`src/rtl/rcg_pkg.sv`:
```
package rcg_pkg;
  // Register layout constants (the field positions are decoded by software)
  localparam int DIV_W    = 5;
  localparam int SRC_W    = 3;
  localparam int MODE_W   = 2;
  localparam int DIV_LSB  = 0;
  localparam int SRC_LSB  = 8;
  localparam int MODE_LSB = 12;
  localparam int ADDR_W   = 3;

  localparam logic [MODE_W-1:0] MODE_FRAC = 2'd2;

  localparam logic [ADDR_W-1:0] A_CMD = 3'd0;
  localparam logic [ADDR_W-1:0] A_CFG = 3'd1;
  localparam logic [ADDR_W-1:0] A_M   = 3'd2;
  localparam logic [ADDR_W-1:0] A_N   = 3'd3;
  localparam logic [ADDR_W-1:0] A_D   = 3'd4;

  typedef struct packed {
    logic [SRC_W-1:0]  src;
    logic [MODE_W-1:0] mode;
    logic [DIV_W-1:0]  div;
  } cfg_t;

  typedef enum logic [1:0] {
    ST_RUN   = 2'd0,
    ST_DRAIN = 2'd1,
    ST_SYNC  = 2'd2
  } sw_state_t;
endpackage

```
`src/rtl/rcg_regs.sv`:
```
module rcg_regs
  import rcg_pkg::*;
#(
  parameter int DATA_W = 32,
  parameter int MND_W  = 8
) (
  input  logic              clk,
  input  logic              rst,
  input  logic              bus_valid,
  input  logic              bus_write,
  input  logic [ADDR_W-1:0] bus_addr,
  input  logic [DATA_W-1:0] bus_wdata,
  input  logic              busy,
  output logic [DATA_W-1:0] bus_rdata,
  output cfg_t              sh_cfg,
  output logic [MND_W-1:0]  sh_m,
  output logic [MND_W-1:0]  sh_n,
  output logic [MND_W-1:0]  sh_d,
  output logic              upd_req
);
  logic wr_en, rd_en;
  logic [DATA_W-1:0] rd_mux;

  assign wr_en   = bus_valid && bus_write;
  assign rd_en   = bus_valid && !bus_write;
  assign upd_req = wr_en && (bus_addr == A_CMD) && bus_wdata[0];

  always_comb begin
    rd_mux = '0;
    case (bus_addr)
      A_CMD: rd_mux[0] = busy;
      A_CFG: begin
        rd_mux[SRC_LSB  +: SRC_W]  = sh_cfg.src;
        rd_mux[MODE_LSB +: MODE_W] = sh_cfg.mode;
        rd_mux[DIV_LSB  +: DIV_W]  = sh_cfg.div;
      end
      A_M:     rd_mux[MND_W-1:0] = sh_m;
      A_N:     rd_mux[MND_W-1:0] = sh_n;
      A_D:     rd_mux[MND_W-1:0] = sh_d;
      default: rd_mux = '0;
    endcase
  end

  always_ff @(posedge clk) begin
    if (rst) begin
      sh_cfg    <= '0;
      sh_m      <= '0;
      sh_n      <= '0;
      sh_d      <= '0;
      bus_rdata <= '0;
    end else begin
      if (wr_en) begin
        case (bus_addr)
          A_CFG: begin
            sh_cfg.src  <= bus_wdata[SRC_LSB  +: SRC_W];
            sh_cfg.mode <= bus_wdata[MODE_LSB +: MODE_W];
            sh_cfg.div  <= bus_wdata[DIV_LSB  +: DIV_W];
          end
          A_M:     sh_m <= bus_wdata[MND_W-1:0];
          A_N:     sh_n <= bus_wdata[MND_W-1:0];
          A_D:     sh_d <= bus_wdata[MND_W-1:0];
          default: ;
        endcase
      end
      if (rd_en) bus_rdata <= rd_mux;
    end
  end
endmodule

```
`src/rtl/rcg_switch_ctrl.sv`:
```
module rcg_switch_ctrl
  import rcg_pkg::*;
#(
  parameter int NSRC  = 4,
  parameter int MND_W = 8
) (
  input  logic             clk,
  input  logic             rst,
  input  logic [NSRC-1:0]  src_tick,
  input  cfg_t             sh_cfg,
  input  logic [MND_W-1:0] sh_m,
  input  logic [MND_W-1:0] sh_n,
  input  logic [MND_W-1:0] sh_d,
  input  logic             upd_req,
  input  logic             out_level,
  output cfg_t             act_cfg,
  output logic [MND_W-1:0] act_m,
  output logic [MND_W-1:0] act_n,
  output logic [MND_W-1:0] act_d,
  output logic             gen_tick,
  output logic             load,
  output logic             busy
);
  sw_state_t state_q;
  logic      edge_seen_q;
  logic      old_tick, new_tick;

  // Pick one strobe out of the source bus; out-of-range selections never tick
  function automatic logic pick(input logic [NSRC-1:0] t, input logic [SRC_W-1:0] idx);
    logic r;
    r = 1'b0;
    for (int i = 0; i < NSRC; i++) begin
      if (idx == SRC_W'(i)) r = t[i];
    end
    return r;
  endfunction

  assign old_tick = pick(src_tick, act_cfg.src);
  assign new_tick = pick(src_tick, sh_cfg.src);
  assign busy     = (state_q != ST_RUN);

  always_comb begin
    gen_tick = 1'b0;
    load     = 1'b0;
    case (state_q)
      ST_RUN:   gen_tick = old_tick;
      ST_DRAIN: gen_tick = old_tick && out_level;
      ST_SYNC:  load     = new_tick && edge_seen_q;
      default:  ;
    endcase
  end

  always_ff @(posedge clk) begin
    if (rst) begin
      state_q     <= ST_RUN;
      edge_seen_q <= 1'b0;
      act_cfg     <= '0;
      act_m       <= '0;
      act_n       <= '0;
      act_d       <= '0;
    end else begin
      case (state_q)
        ST_RUN: if (upd_req) state_q <= ST_DRAIN;
        ST_DRAIN: begin
          if (!out_level) begin
            state_q     <= ST_SYNC;
            edge_seen_q <= 1'b0;
          end
        end
        ST_SYNC: begin
          if (new_tick) begin
            if (edge_seen_q) begin
              act_cfg <= sh_cfg;
              act_m   <= sh_m;
              act_n   <= sh_n;
              act_d   <= sh_d;
              state_q <= ST_RUN;
            end else begin
              edge_seen_q <= 1'b1;
            end
          end
        end
        default: state_q <= ST_RUN;
      endcase
    end
  end
endmodule

```
`src/rtl/rcg_predivider.sv`:
```
module rcg_predivider #(
  parameter int DIV_W = 5
) (
  input  logic             clk,
  input  logic             rst,
  input  logic [DIV_W-1:0] act_div,
  input  logic [DIV_W-1:0] nxt_div,
  input  logic             tick,
  input  logic             load,
  output logic             wrap,
  output logic             level
);
  localparam int PC_W = DIV_W + 1;

  // Period in source edges: field 0 is bypass (2 edges), else field+1
  function automatic logic [PC_W-1:0] span(input logic [DIV_W-1:0] f);
    return (f == '0) ? PC_W'(2) : PC_W'(f) + PC_W'(1);
  endfunction

  logic [PC_W-1:0] pc_q, pc_nxt, per;

  always_comb begin
    per    = span(act_div);
    pc_nxt = (pc_q == per - PC_W'(1)) ? '0 : pc_q + PC_W'(1);
    wrap   = (pc_nxt == '0);
    level  = (pc_nxt < (per >> 1));
  end

  always_ff @(posedge clk) begin
    if (rst)       pc_q <= span('0) - PC_W'(1);
    else if (load) pc_q <= span(nxt_div) - PC_W'(1);
    else if (tick) pc_q <= pc_nxt;
  end
endmodule

```
`src/rtl/rcg_mnd.sv`:
```
module rcg_mnd #(
  parameter int MND_W = 8
) (
  input  logic             clk,
  input  logic             rst,
  input  logic [MND_W-1:0] m_val,
  input  logic [MND_W-1:0] n_reg,
  input  logic [MND_W-1:0] d_reg,
  input  logic             step,
  input  logic             load,
  output logic             level,
  output logic             n_nonzero
);
  logic [MND_W-1:0] acc_q, n_dec, d_dec;
  logic [MND_W:0]   sum;
  logic             over;

  always_comb begin
    n_dec     = m_val + ~n_reg;
    d_dec     = (~d_reg) >> 1;
    sum       = {1'b0, acc_q} + {1'b0, m_val};
    over      = (sum >= {1'b0, n_dec});
    level     = (acc_q < d_dec);
    n_nonzero = (n_reg != '0);
  end

  always_ff @(posedge clk) begin
    if (rst || load) acc_q <= '0;
    else if (step)   acc_q <= over ? MND_W'(sum - {1'b0, n_dec}) : MND_W'(sum);
  end
endmodule

```
`src/rtl/rcg_root.sv`:
```
module rcg_root
  import rcg_pkg::*;
#(
  parameter int NSRC   = 4,
  parameter int MND_W  = 8,
  parameter int DATA_W = 32
) (
  input  logic              clk,
  input  logic              rst,
  input  logic [NSRC-1:0]   src_tick,
  input  logic              bus_valid,
  input  logic              bus_write,
  input  logic [2:0]        bus_addr,
  input  logic [DATA_W-1:0] bus_wdata,
  output logic [DATA_W-1:0] bus_rdata,
  output logic              upd_busy,
  output logic              clk_out
);
  cfg_t             sh_cfg, act_cfg;
  logic [MND_W-1:0] sh_m, sh_n, sh_d, act_m, act_n, act_d;
  logic             upd_req, gen_tick, load_pulse;
  logic             div_wrap, div_level, frac_level, frac_n_nz, frac_on;

  rcg_regs #(.DATA_W(DATA_W), .MND_W(MND_W)) u_regs (
    .clk(clk), .rst(rst),
    .bus_valid(bus_valid), .bus_write(bus_write), .bus_addr(bus_addr),
    .bus_wdata(bus_wdata), .busy(upd_busy), .bus_rdata(bus_rdata),
    .sh_cfg(sh_cfg), .sh_m(sh_m), .sh_n(sh_n), .sh_d(sh_d), .upd_req(upd_req)
  );

  rcg_switch_ctrl #(.NSRC(NSRC), .MND_W(MND_W)) u_ctrl (
    .clk(clk), .rst(rst), .src_tick(src_tick),
    .sh_cfg(sh_cfg), .sh_m(sh_m), .sh_n(sh_n), .sh_d(sh_d),
    .upd_req(upd_req), .out_level(clk_out),
    .act_cfg(act_cfg), .act_m(act_m), .act_n(act_n), .act_d(act_d),
    .gen_tick(gen_tick), .load(load_pulse), .busy(upd_busy)
  );

  rcg_predivider #(.DIV_W(DIV_W)) u_div (
    .clk(clk), .rst(rst), .act_div(act_cfg.div), .nxt_div(sh_cfg.div),
    .tick(gen_tick), .load(load_pulse), .wrap(div_wrap), .level(div_level)
  );

  rcg_mnd #(.MND_W(MND_W)) u_mnd (
    .clk(clk), .rst(rst), .m_val(act_m), .n_reg(act_n), .d_reg(act_d),
    .step(gen_tick && div_wrap), .load(load_pulse),
    .level(frac_level), .n_nonzero(frac_n_nz)
  );

  assign frac_on = (act_cfg.mode == MODE_FRAC) && frac_n_nz;

  always_ff @(posedge clk) begin
    if (rst) clk_out <= 1'b0;
    else if (gen_tick) begin
      if (!frac_on)      clk_out <= div_level;
      else if (div_wrap) clk_out <= frac_level;
    end
  end
endmodule

```
`config.mk`:
```
export PLATFORM = sky130hd
export DESIGN_NAME = rcg_root
export DESIGN_NICKNAME = d
export VERILOG_FILES = /design/src/rtl/rcg_pkg.sv /design/src/rtl/rcg_regs.sv /design/src/rtl/rcg_switch_ctrl.sv /design/src/rtl/rcg_predivider.sv /design/src/rtl/rcg_mnd.sv /design/src/rtl/rcg_root.sv
export SDC_FILE = /design/constraint.sdc
export NUM_CORES = 1
export LEC_CHECK = 0
export BUFFER_PORTS_ARGS = -buffer_cell sky130_fd_sc_hd__buf_2
export CORE_MARGIN = 3
export CORE_UTILIZATION = 30
export CTS_BUF_LIST = sky130_fd_sc_hd__clkbuf_8 sky130_fd_sc_hd__clkbuf_16
export CTS_CLUSTER_DIAMETER = 40
export CTS_CLUSTER_SIZE = 25
export DETAILED_ROUTE_END_ITERATION = 12
export PLACE_DENSITY = 0.54
export SLEW_MARGIN = 40
export SYNTH_ARGS = -nofsm -noshare
export SYNTH_HDL_FRONTEND = slang
export SYNTH_SLANG_ARGS = --single-unit
```
`constraint.sdc`:
```
create_clock -name clk -period 7.66 [get_ports clk]
set_input_delay 0 -clock clk [delete_from_list [all_inputs] [get_ports clk]]
set_output_delay 0 -clock clk [all_outputs]
set_load 0.1 [all_outputs]
```
==> impl_metrics.tcl <==
set metrics [dict create \
    htree_levels 3 \
    grtUsageMet2_pct 19.60 \
    clk_pin_slew_worst_paths_ns 0.07 \
    ir_drop_mv 0.1031 \
    synth_area_mm2 0.005757 \
    fin_util_pct 34.69 \
    max_stage_delay_ns 0.40 \
    cts_root_buf "clkbuf_16" \
    hpwl_um 9646 \
    cts_tree "built" \
    setup_viol 0 \
    rsz0062_at_grt "no" \
    start_util_pct 30.67 \
    leakage_nw 2.589 \
    drc 0 \
    gp_congestion 0.8386 \
    final_area_mm2 0.006511 \
    worst_pin_slew_ns 0.7109 \
    slew_headroom_pct 52.60 \
    cts.sinks 98 \
    final_common_cell "dfxtp_1" \
    crit_buf_inv 1 \
    grt_pass1_wl_um 21800 \
    async_flop_share_pct 0 \
    critPathTopFamily "compound AO/OA/AOI/OAI gates" \
    placed_area_mm2 0.006095 \
    die_area_mm2 0.02089 \
    drv_slew 0 \
    synth.distinct_cells 60 \
    chipHeight_um 144.5 \
    final.period_utilization_pct 48.06 \
    crit_start "u_ctrl.act_cfg[0]" \
    finalSetupTns_ns 0 \
    die_x_um 144.5 \
    vias 4643 \
    core_area_mm2 0.01877 \
    drv_cap 0 \
    grtUsageTotal_pct 12.74 \
    cts_buffers 9 \
    r2r_start "u_ctrl.act_cfg[0]" \
    fp-row-count 50 \
    cp_cell_sequence "inv_1 -> ha_1 -> nor4b_4 -> or2_2 -> ha_1 -> o31a_1 -> o21a_1 -> o31ai_4 -> o211ai_4 -> and2_1 -> ha_1 -> a21o_1 -> a211oi_1 -> o221ai_1 -> a311oi_1" \
    multi_input_area_mm2 0.003513 \
    status "finished clean" \
    first_pass_iters 4 \
    clk_latency_ns 0.34 \
    synthToLayoutAreaGrowth_pct 13.11 \
    r2r-end "clk_out" \
    drt_wl_total_um 13040 \
    cp-end-kind "register" \
    r2r_slack_ns 3.98 \
    via_per_inst 4.801 \
    grt_use_met1_pct 18.73 \
    clockBufferDepth 2 \
    path_max_fanout 7 \
    ys_ff_latch 98 \
    layout.nets 813 \
    crit_slowest_cell "dfxtp_1" \
    ios 77 \
    cp-start-kind "register" \
    grt_max_degree 92 \
    min_period_ns 3.681 \
    crit_cells 15 \
    grt-ovfl-total 0 \
    rr_worst_depth 15 \
    syn_inst 693 \
    synth_edf_count 0 \
    syn-mean-instance-area_um2 8.307 \
    wl_per_cell_um 13.48 \
    grt_pass1_vias 4366 \
    top_usage_layer "met2" \
    fin_skew_ns 0.01224 \
    min_path_type "in -> reg" \
    path_class "reg -> reg" \
    crit_top_cell "ha_1" \
    port_buffers 38 \
    power.density_mw_per_mm2 172.3 \
    yosys_warnings 0 \
    regArea_mm2 0.001962 \
    cp.required_ns 7.90 \
    fmax_mhz 271.7 \
    synth_ff_type "dfxtp_1" \
    layout_common_cells "98 x dfxtp_1, 90 x nand2_1, 82 x nor2_1, 64 x a21oi_1, 40 x mux2i_1" \
    final_antenna_net_count 0 \
    drt-initial-drc-count 215 \
    post_cts_resized 0 \
    drive_gt1_share_pct 10.64 \
    endpoint "clk_out" \
    crit_arrival_ns 3.92 \
    grt_use_met3_pct 1.786 \
    diodes 0 \
    antenna_found_initial 0 \
    synth-seq-area-share_pct 34.08 \
    final-hold-violation-count 0 \
    nFillCells 1974 \
]
-- metrics by stage --
stage	std cells	setup slack, ns	total power, mW	hold slack [ns]
after floorplan	711	4.297	0.6780	0.1439
after global placement	938	4.019	0.6994	0.2381
after detailed placement	938	3.997	0.6995	0.2406
after CTS	967	3.974	1.133	0.05511
after global routing	967	3.667	1.169	0.09616
final	967	3.979	1.122	0.06386
-- repair_timing --
item	4_1_cts	5_1_grt
hold endpoints to repair	34	0
buffers inserted	0	0
hold buffers	13	0
-- cell type report --
cell class | count | area share, %
clock buffers | 10 | 3.670
clock inverters | 6 | 0.6341
repair buffers | 57 | 5.669
multi-input cells | 537 | 53.96
inverters | 25 | 1.441
flip-flops and latches | 98 | 30.13
well taps | 234 | 4.497
-- cells in the mapped netlist, types with 6 or more instances --
cell type / instances / area share [%]
a211oi_1: 9 / 1.2
xnor2_1: 20 / 3.0
o211ai_1: 6 / 0.78
a22oi_1: 10 / 1.3
a21o_1: 8 / 1.0
nand3_1: 8 / 0.70
o21ai_0: 25 / 2.2
buf_4: 19 / 2.5
nor2b_1: 7 / 0.76
a21oi_1: 64 / 5.6
nand2_1: 90 / 5.9
xor2_1: 10 / 1.5
mux2i_1: 40 / 7.0
clkbuf_1: 28 / 1.8
inv_1: 25 / 1.6
ha_1: 39 / 8.5
nor3_1: 12 / 1.0
and2_1: 6 / 0.65
nor2_1: 82 / 5.3
dfxtp_1: 98 / 34
-- how the worst min path moves through the flow --
| stage | start | endpoint | slack (ns) | cells after the start |
|---|---|---|---|---|
| floorplan | bus_wdata[0] | u_regs.sh_n[0] | 0.14 | 2 |
| global placement | bus_wdata[8] | u_regs.sh_cfg[7] | 0.24 | 3 |
| detailed placement | bus_wdata[13] | u_regs.sh_cfg[6] | 0.24 | 3 |
| CTS | bus_addr[2] | u_regs.bus_rdata[2] | 0.06 | 4 |
| global route | bus_write | u_regs.bus_rdata[7] | 0.1 | 4 |
| finish | bus_addr[2] | u_regs.bus_rdata[1] | 0.06 | 4 |
-- where the power goes --
part	switching, mW	internal [mW]	leakage (nW)
registers	0.00993	0.519	0.793
logic	0.120	0.0436	1.66
clock network	0.200	0.229	0.136
-- sequential cells by signal, summed over array words and instances, names as in the netlist --
| name | count |
|---|---|
| u_regs.sh_d | 8 |
| u_regs.sh_cfg | 10 |
| u_div.pc_q | 6 |
| clk_out | 1 |
| u_ctrl.state_q | 2 |
| u_ctrl.act_cfg | 10 |
| u_ctrl.act_m | 8 |
| u_regs.bus_rdata | 13 |
| u_regs.sh_n | 8 |
| u_mnd.acc_q | 8 |
| u_ctrl.edge_seen_q | 1 |
| u_ctrl.act_n | 8 |
| u_ctrl.act_d | 7 |
| u_regs.sh_m | 8 |
-- worst register-to-register path: stages, from the launching register on --
cell,delay [ns]
dfxtp_1,0.40
inv_1,0.09
ha_1,0.20
nor4b_4,0.15
or2_2,0.31
ha_1,0.25
o31a_1,0.30
o21a_1,0.13
o31ai_4,0.28
o211ai_4,0.17
and2_1,0.18
ha_1,0.28
a21o_1,0.16
a211oi_1,0.23
o221ai_1,0.17
a311oi_1,0.28
-- layer usage --
metal	share of wire, %	vias up
li1	-	2461
met1	52	2086
met2	44	86
met3	3.1	10
met4	0.93	0
met5	0	-
-- cells by family (layout without fill, tap and decap cells) --
group	count (synthesis)	count (layout)	share of synthesized area, %
xor+xnor	30	30	4.564
other cells	1	19	0.06514
compound gates	163	163	18.19
mux	45	45	8.389
fa+ha+maj	42	42	9.520
flops	98	98	34.08
simple gates	238	238	18.84
buf+inv	76	98	6.346
Power figures use the tool's default switching activity.
